==> config.mk <==
export PLATFORM = sky130hd
export DESIGN_NAME = nand_ecc_accum
export DESIGN_NICKNAME = d
export VERILOG_FILES = /design/src/rtl/nand_ecc_pkg.sv /design/src/rtl/ecc_byte_fold.sv /design/src/rtl/ecc_sector_seq.sv /design/src/rtl/ecc_parity_acc.sv /design/src/rtl/ecc_result_bank.sv /design/src/rtl/ecc_spare_pack.sv /design/src/rtl/nand_ecc_accum.sv
export SDC_FILE = /design/constraint.sdc
export NUM_CORES = 1
export LEC_CHECK = 0
export ABC_AREA = 1
export BUFFER_PORTS_ARGS = -buffer_cell sky130_fd_sc_hd__buf_2
export CAP_MARGIN = 25
export CORE_UTILIZATION = 43
export DETAILED_ROUTE_END_ITERATION = 8
export GPL_TIMING_DRIVEN = 0
export PLACE_DENSITY = 0.66
export SYNTH_ARGS = -nofsm -noshare
export SYNTH_HDL_FRONTEND = slang
export SYNTH_SLANG_ARGS = --single-unit
export TNS_END_PERCENT = 100
==> constraint.sdc <==
create_clock -name clk -period 7.2 [get_ports clk]
set_clock_uncertainty 0.2 [all_clocks]
set_input_delay 1.08 -clock clk [delete_from_list [all_inputs] [get_ports clk]]
set_output_delay 1.08 -clock clk [all_outputs]
set_load 0.02 [all_outputs]
==> src/rtl/nand_ecc_pkg.sv <==
package nand_ecc_pkg;

    localparam int SECTOR_BYTES = 512;
    localparam int BYTE_W       = 8;
    localparam int BIT_IDX_W    = $clog2(BYTE_W);
    localparam int CNT_W        = $clog2(SECTOR_BYTES);
    localparam int CODE_W       = CNT_W + BIT_IDX_W;
    localparam int WORD_W       = 32;
    localparam int ODD_LSB      = 16;
    localparam int SPARE_W      = 24;

    // Even field covers address bit == 0, odd field covers address bit == 1
    typedef struct packed {
        logic [CODE_W-1:0] odd;
        logic [CODE_W-1:0] even;
    } ecc_par_t;

    function automatic ecc_par_t par_xor(ecc_par_t a, ecc_par_t b);
        ecc_par_t r;
        r.odd  = a.odd ^ b.odd;
        r.even = a.even ^ b.even;
        return r;
    endfunction

    function automatic logic [WORD_W-1:0] par_to_word(ecc_par_t p);
        logic [WORD_W-1:0] w;
        w = '0;
        w[CODE_W-1:0]         = p.even;
        w[ODD_LSB +: CODE_W]  = p.odd;
        return w;
    endfunction

    // Spare byte 2 interleaves the top nibbles of both fields
    function automatic logic [SPARE_W-1:0] word_to_spare(logic [WORD_W-1:0] w);
        return {w[27:24], w[11:8], w[23:16], w[7:0]};
    endfunction

endpackage

==> src/rtl/ecc_byte_fold.sv <==
module ecc_byte_fold
    import nand_ecc_pkg::*;
(
    input  logic [BYTE_W-1:0] data,
    input  logic [CNT_W-1:0]  byte_idx,
    output ecc_par_t          contrib
);

    logic [CODE_W-1:0] ev;
    logic [CODE_W-1:0] od;
    logic              byte_par;

    assign byte_par = ^data;

    // Bit-position address bits: split the byte by bit index
    for (genvar k = 0; k < BIT_IDX_W; k++) begin : g_pos
        logic [BYTE_W-1:0] hi;
        logic [BYTE_W-1:0] lo;
        for (genvar i = 0; i < BYTE_W; i++) begin : g_bit
            if (((i >> k) & 1) == 1) begin : g_hi
                assign hi[i] = data[i];
                assign lo[i] = 1'b0;
            end else begin : g_lo
                assign hi[i] = 1'b0;
                assign lo[i] = data[i];
            end
        end
        assign od[k] = ^hi;
        assign ev[k] = ^lo;
    end

    // Byte-index address bits: whole-byte parity goes to one side
    for (genvar j = 0; j < CNT_W; j++) begin : g_addr
        assign od[BIT_IDX_W + j] = byte_par &  byte_idx[j];
        assign ev[BIT_IDX_W + j] = byte_par & ~byte_idx[j];
    end

    assign contrib.odd  = od;
    assign contrib.even = ev;

endmodule

==> src/rtl/ecc_sector_seq.sv <==
module ecc_sector_seq
    import nand_ecc_pkg::*;
#(
    parameter int MAX_SECTORS = 8,
    parameter int PAGE_SEL_W  = 2
) (
    input  logic                              clk,
    input  logic                              rst,
    input  logic                              ecc_en,
    input  logic                              clear,
    input  logic                              data_vld,
    input  logic [PAGE_SEL_W-1:0]             page_sel,
    output logic                              accept,
    output logic                              sec_done,
    output logic [CNT_W-1:0]                  byte_idx,
    output logic [$clog2(MAX_SECTORS+1)-1:0]  wr_idx,
    output logic [$clog2(MAX_SECTORS+1)-1:0]  cur_sec,
    output logic [CNT_W-1:0]                  cur_cnt,
    output logic [$clog2(MAX_SECTORS+1)-1:0]  nsec
);

    localparam int SEC_W = $clog2(MAX_SECTORS + 1);

    logic [CNT_W-1:0] cnt_q;
    logic [SEC_W-1:0] sec_q;
    logic [31:0]      want;
    logic             room;

    always_comb begin
        want = 32'd1 << page_sel;
        nsec = (want > 32'(MAX_SECTORS)) ? SEC_W'(MAX_SECTORS) : SEC_W'(want);
    end

    assign room     = clear || (sec_q < nsec);
    assign accept   = data_vld && ecc_en && room;
    assign byte_idx = clear ? '0 : cnt_q;
    assign wr_idx   = clear ? '0 : sec_q;
    assign sec_done = accept && (byte_idx == CNT_W'(SECTOR_BYTES - 1));

    always_ff @(posedge clk) begin
        if (rst) begin
            cnt_q <= '0;
            sec_q <= '0;
        end else if (accept) begin
            if (sec_done) begin
                cnt_q <= '0;
                sec_q <= wr_idx + 1'b1;
            end else begin
                cnt_q <= byte_idx + 1'b1;
                sec_q <= wr_idx;
            end
        end else if (clear) begin
            cnt_q <= '0;
            sec_q <= '0;
        end
    end

    assign cur_sec = sec_q;
    assign cur_cnt = cnt_q;

endmodule

==> src/rtl/ecc_parity_acc.sv <==
module ecc_parity_acc
    import nand_ecc_pkg::*;
(
    input  logic     clk,
    input  logic     rst,
    input  logic     clear,
    input  logic     accept,
    input  logic     sec_done,
    input  ecc_par_t contrib,
    output ecc_par_t code_next
);

    ecc_par_t acc_q;
    ecc_par_t base;

    assign base      = clear ? '0 : acc_q;
    assign code_next = par_xor(base, contrib);

    always_ff @(posedge clk) begin
        if (rst) begin
            acc_q <= '0;
        end else if (accept) begin
            acc_q <= sec_done ? '0 : code_next;
        end else if (clear) begin
            acc_q <= '0;
        end
    end

endmodule

==> src/rtl/ecc_result_bank.sv <==
module ecc_result_bank
    import nand_ecc_pkg::*;
#(
    parameter int MAX_SECTORS = 8
) (
    input  logic                              clk,
    input  logic                              rst,
    input  logic                              wr_en,
    input  logic [$clog2(MAX_SECTORS+1)-1:0]  wr_idx,
    input  ecc_par_t                          wr_code,
    output logic [MAX_SECTORS*WORD_W-1:0]     res_flat
);

    localparam int SEC_W = $clog2(MAX_SECTORS + 1);

    for (genvar s = 0; s < MAX_SECTORS; s++) begin : g_reg
        logic [WORD_W-1:0] word_q;
        always_ff @(posedge clk) begin
            if (rst) begin
                word_q <= '0;
            end else if (wr_en && (wr_idx == SEC_W'(s))) begin
                word_q <= par_to_word(wr_code);
            end
        end
        assign res_flat[s*WORD_W +: WORD_W] = word_q;
    end

endmodule

==> src/rtl/ecc_spare_pack.sv <==
module ecc_spare_pack
    import nand_ecc_pkg::*;
#(
    parameter int MAX_SECTORS = 8,
    parameter int SEL_W       = 3
) (
    input  logic [SEL_W-1:0]              pack_sel,
    input  logic [MAX_SECTORS*WORD_W-1:0] res_flat,
    output logic [SPARE_W-1:0]            spare
);

    logic [WORD_W-1:0] chosen;

    always_comb begin
        chosen = '0;
        for (int s = 0; s < MAX_SECTORS; s++) begin
            if (pack_sel == SEL_W'(s)) begin
                chosen = res_flat[s*WORD_W +: WORD_W];
            end
        end
    end

    assign spare = word_to_spare(chosen);

endmodule

==> src/rtl/nand_ecc_accum.sv <==
module nand_ecc_accum
    import nand_ecc_pkg::*;
#(
    parameter int MAX_SECTORS = 8,
    parameter int PAGE_SEL_W  = 2,
    parameter int SEL_W       = (MAX_SECTORS > 1) ? $clog2(MAX_SECTORS) : 1
) (
    input  logic                          clk,
    input  logic                          rst,
    input  logic                          ecc_en,
    input  logic                          clear,
    input  logic                          data_vld,
    input  logic [BYTE_W-1:0]             data_in,
    input  logic [PAGE_SEL_W-1:0]         page_sel,
    input  logic [SEL_W-1:0]              pack_sel,
    output logic [MAX_SECTORS*WORD_W-1:0] result_flat,
    output logic [SPARE_W-1:0]            spare_bytes
);

    localparam int SEC_W = $clog2(MAX_SECTORS + 1);

    logic             accept;
    logic             sec_done;
    logic [CNT_W-1:0] byte_idx;
    logic [SEC_W-1:0] wr_idx;
    logic [SEC_W-1:0] cur_sec;
    logic [CNT_W-1:0] cur_cnt;
    logic [SEC_W-1:0] nsec;
    ecc_par_t         contrib;
    ecc_par_t         code_next;

    ecc_sector_seq #(
        .MAX_SECTORS (MAX_SECTORS),
        .PAGE_SEL_W  (PAGE_SEL_W)
    ) u_seq (
        .clk      (clk),
        .rst      (rst),
        .ecc_en   (ecc_en),
        .clear    (clear),
        .data_vld (data_vld),
        .page_sel (page_sel),
        .accept   (accept),
        .sec_done (sec_done),
        .byte_idx (byte_idx),
        .wr_idx   (wr_idx),
        .cur_sec  (cur_sec),
        .cur_cnt  (cur_cnt),
        .nsec     (nsec)
    );

    ecc_byte_fold u_fold (
        .data     (data_in),
        .byte_idx (byte_idx),
        .contrib  (contrib)
    );

    ecc_parity_acc u_acc (
        .clk       (clk),
        .rst       (rst),
        .clear     (clear),
        .accept    (accept),
        .sec_done  (sec_done),
        .contrib   (contrib),
        .code_next (code_next)
    );

    ecc_result_bank #(
        .MAX_SECTORS (MAX_SECTORS)
    ) u_bank (
        .clk      (clk),
        .rst      (rst),
        .wr_en    (sec_done),
        .wr_idx   (wr_idx),
        .wr_code  (code_next),
        .res_flat (result_flat)
    );

    ecc_spare_pack #(
        .MAX_SECTORS (MAX_SECTORS),
        .SEL_W       (SEL_W)
    ) u_pack (
        .pack_sel (pack_sel),
        .res_flat (result_flat),
        .spare    (spare_bytes)
    );

endmodule

-- After elaboration in Yosys (flattened, before gate mapping)
Index checks and enable logic that the tools add are counted.
- register bits after elaboration: 229
- mux-type cells: 18
- equal/unequal tests: 15
- order comparisons: 2
- reduce and logical (&&, ||, !) cells: 21
- add/sub/neg operators: 2
- bitwise gates (word level): 29
- shift-type cells: 1
- operators with widths (cell ; count):
    $mux 28 ; 8
    $mux 24 ; 3
    $reduce_xor 8->1 ; 7
    $gt 32x4->1 const B ; 1
    $shl 1x2->32 const A ; 1
    $mux 9 ; 3
    $xor 12x12->12 ; 2
    $and 1x1->1 ; 18
    $eq 4x3->1 const B ; 4
    $mux 4 ; 4
    $eq 3x3->1 const B ; 4
    $logic_and 1x1->1 ; 11
    $add 9x1->9 const B ; 1
    $eq 9x9->1 const B ; 1
    $not 1->1 ; 9
    $eq 4x2->1 const B ; 2
    $eq 3x2->1 const B ; 2
    $add 4x1->4 const B ; 1
    $eq 4x1->1 const B ; 1
    $logic_not 4->1 ; 1
    $lt 4x4->1 ; 1
    $eq 3x1->1 const B ; 1
    $logic_not 3->1 ; 1
    $logic_or 1x1->1 ; 1

-- Depth between registers and ports, before layout
- word-level depth: 9
- gate-level depth with buffers: 16
- gate-level depth less buffers: 14

-- Cells and area by module
From an unflattened synthesis, not the netlist that was laid out.
- cell total of the unflattened synthesis: 1990
- area total of the unflattened synthesis: 12884.9 sq um
- by module, submodules not included (module ; seq. area each (sq um) ; instances ; area each (sq um) ; cells an instance):
    ecc_result_bank ; 3843.7 ; 1 ; 8105.3 ; 1190
    ecc_spare_pack ; 0.0 ; 1 ; 1699.1 ; 332
    ecc_parity_acc ; 480.5 ; 1 ; 1611.5 ; 232
    ecc_sector_seq ; 260.2 ; 1 ; 1012.2 ; 157
    ecc_byte_fold ; 0.0 ; 1 ; 456.7 ; 79

-- Least setup slack after synthesis
No wires, ideal clock.
- path kind: input-to-reg
- start point: in clear
- end point: reg u_bank.g_reg[7].word_q[10]
- required time: 6.887 ns
- stages on the path: 15
- buffers on the path: 3
- setup time: 0.113 ns
- slack: 3.594 ns
- arrival: 3.293 ns
- cells stage by stage: buf_6 -> nor2_1 -> ha_1 -> inv_1 -> nor3_1 -> nand3_1 -> nor3_1 -> ha_1 -> buf_2 -> nand2_1 -> inv_1 -> nand4_2 -> clkbuf_1 -> nor2_1 -> nor2_1
- longest elaborated chain between the ends: 4
- elaborated cells between the ends (all ways): 12
- classes of those cells: 2 x eq/ne; 3 x mux; 3 x bitwise; 4 x reduce/logical
- RTL lines (element ; line ; RTL):
    from (decl) ; nand_ecc_accum.sv:11 ; input logic clear,
    $mux 9 / $logic_or 1x1->1 (equally long branches) ; ecc_sector_seq.sv:36, ecc_sector_seq.sv:34 ;
    $eq 9x9->1, or another cell as far along ; ecc_sector_seq.sv:38 ; assign sec_done = accept && (byte_idx == CNT_W'(SECTOR_BYTES - 1));
    $logic_and 1x1->1 / $and 1x1->1 (equally long branches) ; ecc_sector_seq.sv:38, ecc_byte_fold.sv:35 ;
    $logic_and 1x1->1 / $xor 12x12->12 (equally long branches) ; ecc_result_bank.sv:21, nand_ecc_pkg.sv:21 ;
    to (signal assigned) ; ecc_result_bank.sv:22 ; word_q <= par_to_word(wr_code);
    to (decl) ; ecc_result_bank.sv:17 ; logic [WORD_W-1:0] word_q;
Parallel ways exist; a longest one is shown, timed or not.
A chain may end at the register's enable or synchronous reset.

-- Final worst setup path
- start point: in pack_sel[2]
- end point: out spare_bytes[0]
- longest elaborated chain between the ends: 9
- elaborated cells between the ends (all ways): 16
- classes of those cells: 7 x eq/ne; 8 x mux; 1 x reduce/logical
- RTL lines (element ; line ; RTL):
    from (decl) ; nand_ecc_accum.sv:15 ; input logic [SEL_W-1:0] pack_sel,
    $logic_not 3->1 ; ecc_spare_pack.sv:17 ; if (pack_sel == SEL_W'(s)) begin
    $mux 28 (7 in a row) ; ecc_spare_pack.sv:17 ;
    $mux 28 * ; ecc_spare_pack.sv:17 ;
    to (decl) ; nand_ecc_accum.sv:17 ; output logic [SPARE_W-1:0] spare_bytes
Every way passes the cells marked *; elsewhere a longest branch is shown, timed or not.

==> run_summary.xml <==
<?xml version="1.0" encoding="UTF-8"?>
<metrics>
  <group name="outcome">
    <metric name="outcome" unit="">finished clean</metric>
  </group>
  <group name="final_layout">
    <metric name="fin_area" unit="um^2">15100</metric>
    <metric name="filler_cell_count" unit="">2856</metric>
    <metric name="share_of_post_route_cells_with_drive_strength_above_1" unit="%">18.7</metric>
    <metric name="area.growth.synth_to_final" unit="%">23.1</metric>
    <metric name="fin_nets" unit="">2366</metric>
  </group>
  <group name="route">
    <metric name="detailed_route_wirelength_on_metal2" unit="mm">21.0</metric>
    <metric name="dr_wl_met3" unit="mm">4.44</metric>
    <metric name="post_drt_via_cell_ratio" unit="">4.85</metric>
    <metric name="dr.pass1.iters" unit="">5</metric>
    <metric name="vias" unit="">13300</metric>
    <metric name="detailedRoute.firstIterationViolations" unit="">1562</metric>
    <metric name="post-route-drc-count" unit="">0</metric>
    <metric name="detail_route.wl_per_cell" unit="um">17.1</metric>
    <metric name="route.layer.met1.wl" unit="mm">19.4</metric>
    <metric name="drt_wl_total" unit="mm">46.7</metric>
    <metric name="final_antenna_net_count" unit="">0</metric>
    <metric name="maxUsedRoutingLayer" unit="">met4</metric>
  </group>
  <group name="worst_setup_path">
    <metric name="cp_num_buf_inv" unit="">4</metric>
    <metric name="timing.setup.critical_path_class" unit="">in2out</metric>
    <metric name="worstPathCellList" unit="">buf_2 -&gt; inv_1 -&gt; nand3_1 -&gt; clkbuf_1 -&gt; o22ai_1 -&gt; nor4_1 -&gt; nand4_1 -&gt; buf_2</metric>
    <metric name="worstPathMaxFanout" unit="">10</metric>
    <metric name="cp_slowest_cell" unit="">sky130_fd_sc_hd__nor4_1</metric>
    <metric name="setup.reg_to_reg.worst_slack" unit="ns">3.60</metric>
    <metric name="crit_path_most_repeated_cell" unit="">sky130_fd_sc_hd__buf_2</metric>
    <metric name="delay_of_the_slowest_cell_on_the_worst_path" unit="ns">0.78</metric>
    <metric name="top_delay_family_on_crit_path" unit="">simple AND/OR/NAND/NOR gates</metric>
    <metric name="critical_path_required" unit="ns">5.92</metric>
    <metric name="critPathCaptureType" unit="">output pin</metric>
    <metric name="worstPathArrival" unit="ns">3.66</metric>
    <metric name="cp-start-kind" unit="">input pin</metric>
  </group>
  <group name="cts">
    <metric name="cts_sinks" unit="">229</metric>
    <metric name="hold_buffers" unit="">0</metric>
    <metric name="post_cts_buffers" unit="">0</metric>
    <metric name="clk-insertion-delay-late" unit="ns">0.56</metric>
    <metric name="root_driver" unit="">sky130_fd_sc_hd__clkbuf_16</metric>
    <metric name="post_cts_resized" unit="">0</metric>
    <metric name="cts_max_path_buffers" unit="">3</metric>
    <metric name="clkTransAtPathRegs" unit="ns">0.06</metric>
    <metric name="tritoncts" unit="">done</metric>
    <metric name="htree_num_levels" unit="">1</metric>
    <metric name="tritoncts.num_buffers" unit="">27</metric>
  </group>
  <group name="timing">
    <metric name="period_share" unit="%">68.6</metric>
    <metric name="min_period" unit="ns">4.94</metric>
    <metric name="final_hold_vios" unit="">0</metric>
    <metric name="layout_setup_ws" unit="ns">2.26</metric>
    <metric name="timing.max_slew.rel_slack" unit="%">33.7</metric>
    <metric name="max_clock_freq" unit="MHz">202</metric>
    <metric name="worstMarginPinSlew" unit="ns">0.994</metric>
    <metric name="finalHoldWorstSlack" unit="ns">0.329</metric>
    <metric name="setup_total_negative_slack" unit="ns">0</metric>
    <metric name="setup-violations-final" unit="">0</metric>
    <metric name="slew_viol_final" unit="">0</metric>
    <metric name="rsz_0062_raised_after_global_routing" unit="">false</metric>
  </group>
  <group name="floorplanning">
    <metric name="placeableCoreArea" unit="um^2">27900</metric>
    <metric name="ioPinCount" unit="">298</metric>
    <metric name="fp.dieArea" unit="um^2">29200</metric>
    <metric name="core.rowCount" unit="">61</metric>
    <metric name="starting_density_of_the_core" unit="%">43.9</metric>
    <metric name="floorplan.die.height" unit="um">171</metric>
    <metric name="fp.dieW" unit="um">171</metric>
  </group>
  <group name="synth">
    <metric name="netlist-cell-type-count" unit="">36</metric>
    <metric name="synth.largest_area_cell" unit="">sky130_fd_sc_hd__dfxtp_1</metric>
    <metric name="synthesis.area" unit="um^2">12300</metric>
    <metric name="netlist_instances" unit="">2011</metric>
    <metric name="synth_area_per_cell" unit="um^2">6.10</metric>
    <metric name="synth.top_cell.area_share" unit="%">37.3</metric>
    <metric name="synthesis.yosys.warnings" unit="">0</metric>
    <metric name="synth_seq_cells" unit="">229</metric>
    <metric name="synth_seq_area_share" unit="%">37.3</metric>
    <metric name="synth_area_leaders" unit="">sky130_fd_sc_hd__dfxtp_1, sky130_fd_sc_hd__nand2_1, sky130_fd_sc_hd__nor2_1, sky130_fd_sc_hd__inv_1, sky130_fd_sc_hd__buf_4</metric>
  </group>
  <group name="grt">
    <metric name="grt_antenna_before_repair" unit="">1</metric>
    <metric name="grt_max_degree" unit="">15</metric>
    <metric name="grt.total_usage" unit="%">31.2</metric>
    <metric name="first_global_vias" unit="">11600</metric>
    <metric name="wire_length_of_the_first_global_routing_pass" unit="mm">68.2</metric>
    <metric name="grt_overflow_total" unit="">0</metric>
  </group>
  <group name="placed_design">
    <metric name="dpl_worst_slack" unit="ns">2.48</metric>
    <metric name="hpwl_after_detailed_placement" unit="mm">35.5</metric>
    <metric name="port_buffers" unit="">232</metric>
    <metric name="post_dp_cell_area" unit="um^2">14200</metric>
    <metric name="routabilityCongestion" unit="">0.944</metric>
  </group>
  <group name="flow_run">
    <metric name="max_cap_violations" unit="">0</metric>
  </group>
  <group name="power">
    <metric name="leakagePower" unit="nW">8.60</metric>
    <metric name="power.density" unit="nW/um^2">201</metric>
    <metric name="worst_ir_drop_vdd" unit="mV">0.193</metric>
  </group>
  <group name="worst_hold_path">
    <metric name="hp-class" unit="">reg2reg</metric>
  </group>
</metrics>
state kept, by name, indices dropped and copies added (netlist names):
register         cells
u_bank.g.word_q    192
u_acc.acc_q         24
u_seq.cur_cnt        9
u_seq.cur_sec        4
synth_stat cells (all sizes together):
master / n
nand2: 647
o21ai: 9
nor2: 483
nand4: 44
conb: 1
nand3b: 1
or2: 1
ha: 9
nor4: 14
o211ai: 7
buf: 111
xor2: 11
inv: 281
clkbuf: 46
nand3: 45
clkinv: 1
nor3: 15
o22ai: 24
xnor2: 4
dfxtp: 229
a21oi: 28
metal layers:
layer,track usage [%],up-vias
li1,-,6536
met1,40.4,6017
met2,50.2,610
met3,6.34,117
met4,13.4,0
met5,0,-
cell type report:
cell class | count | area [um^2] | area share, %
clock inverter | 10 | 98.8 | 0.654
sequential | 229 | 4580 | 30.3
buffer | 157 | 936 | 6.19
timing repair buffer | 236 | 1190 | 7.88
inverter | 282 | 1060 | 7.04
tap | 378 | 473 | 3.13
clock buffer | 40 | 825 | 5.46
antenna | 1 | 2.50 | 0.0166
multi-input combinational | 1406 | 5930 | 39.3
power breakdown:
group          leakage (nW)  internal [W]  total (W)  switching (W)
combinational          6.29     0.0000808   0.000331       0.000250
clock                 0.462      0.000832    0.00142       0.000589
sequential             1.85       0.00128    0.00128     0.00000294
total                  8.60       0.00219    0.00303       0.000842
logic make-up (layout without fill, tap and decap cells):
kind of cell    after synthesis  count (layout)  synth area share [%]
fa+ha+maj                     9               9                 0.917
other cells                   1              65                0.0306
xor+xnor                     15              15                  1.19
flops                       229             229                  37.3
compound gates               68              68                  3.19
buf+inv                     439             725                  16.3
simple gates               1250            1250                  41.0
cells in the final DEF (no fill, tap or decap), drive strengths merged:
| cell type | Yosys | layout |
|---|---|---|
| nor2 | 483 | 483 |
| or2 | 1 | 1 |
| diode | 0 | 1 |
| ha | 9 | 9 |
| nor4 | 14 | 14 |
| clkinv | 1 | 7 |
| bufinv | 0 | 1 |
| nand3b | 1 | 1 |
| nand3 | 45 | 45 |
| nand2 | 647 | 647 |
| inv | 281 | 283 |
| conb | 1 | 64 |
| buf | 111 | 347 |
| o21ai | 9 | 9 |
| dfxtp | 229 | 229 |
| clkbuf | 46 | 86 |
| o22ai | 24 | 24 |
| nor3 | 15 | 15 |
| a21oi | 28 | 28 |
| o211ai | 7 | 7 |
| xnor2 | 4 | 4 |
| nand4 | 44 | 44 |
| clkinvlp | 0 | 1 |
| xor2 | 11 | 11 |
worst reg2reg max path, stage by stage, from the launching register on:
cell,delay [ns]
sky130_fd_sc_hd__dfxtp_1,0.30
sky130_fd_sc_hd__inv_1,0.05
sky130_fd_sc_hd__nor2_1,0.35
sky130_fd_sc_hd__ha_1,0.26
sky130_fd_sc_hd__inv_1,0.06
sky130_fd_sc_hd__nor3_1,0.31
sky130_fd_sc_hd__nand3_1,0.19
sky130_fd_sc_hd__nor3_1,0.18
sky130_fd_sc_hd__ha_1,0.18
sky130_fd_sc_hd__buf_2,0.23
sky130_fd_sc_hd__nand2_1,0.08
sky130_fd_sc_hd__inv_1,0.16
sky130_fd_sc_hd__nand4_2,0.35
sky130_fd_sc_hd__buf_2,0.36
sky130_fd_sc_hd__nand2_1,0.10
sky130_fd_sc_hd__nand2_1,0.06
sky130_fd_sc_hd__nor2_1,0.12
per-stage QoR:
step / power, W / cells / util, %
6_report: 0.00303 / 2739 / 54.1
3_3_place_gp: 0.00162 / 2684 / 50.6
5_1_grt: 0.00311 / 2738 / 54.1
3_5_place_dp: 0.00163 / 2688 / 50.8
4_1_cts: 0.00302 / 2738 / 54.1
2_1_floorplan: 0.00151 / 2074 / -
path summary, 6_finish.rpt:
kind,from,to,depth (start not counted)
worst max-delay path,pack_sel[2],spare_bytes[0],8
worst min-delay path,u_bank.g_reg[2].word_q[9]$_SDFFE_PP0P_,u_bank.g_reg[2].word_q[9]$_SDFFE_PP0P_,4
worst max register to register,u_seq.cur_cnt[0]$_SDFF_PP0_,u_bank.g_reg[7].word_q[3]$_SDFFE_PP0P_,16
worst min register to register,u_bank.g_reg[2].word_q[9]$_SDFFE_PP0P_,u_bank.g_reg[2].word_q[9]$_SDFFE_PP0P_,4
(Power assumes the default switching activity.)
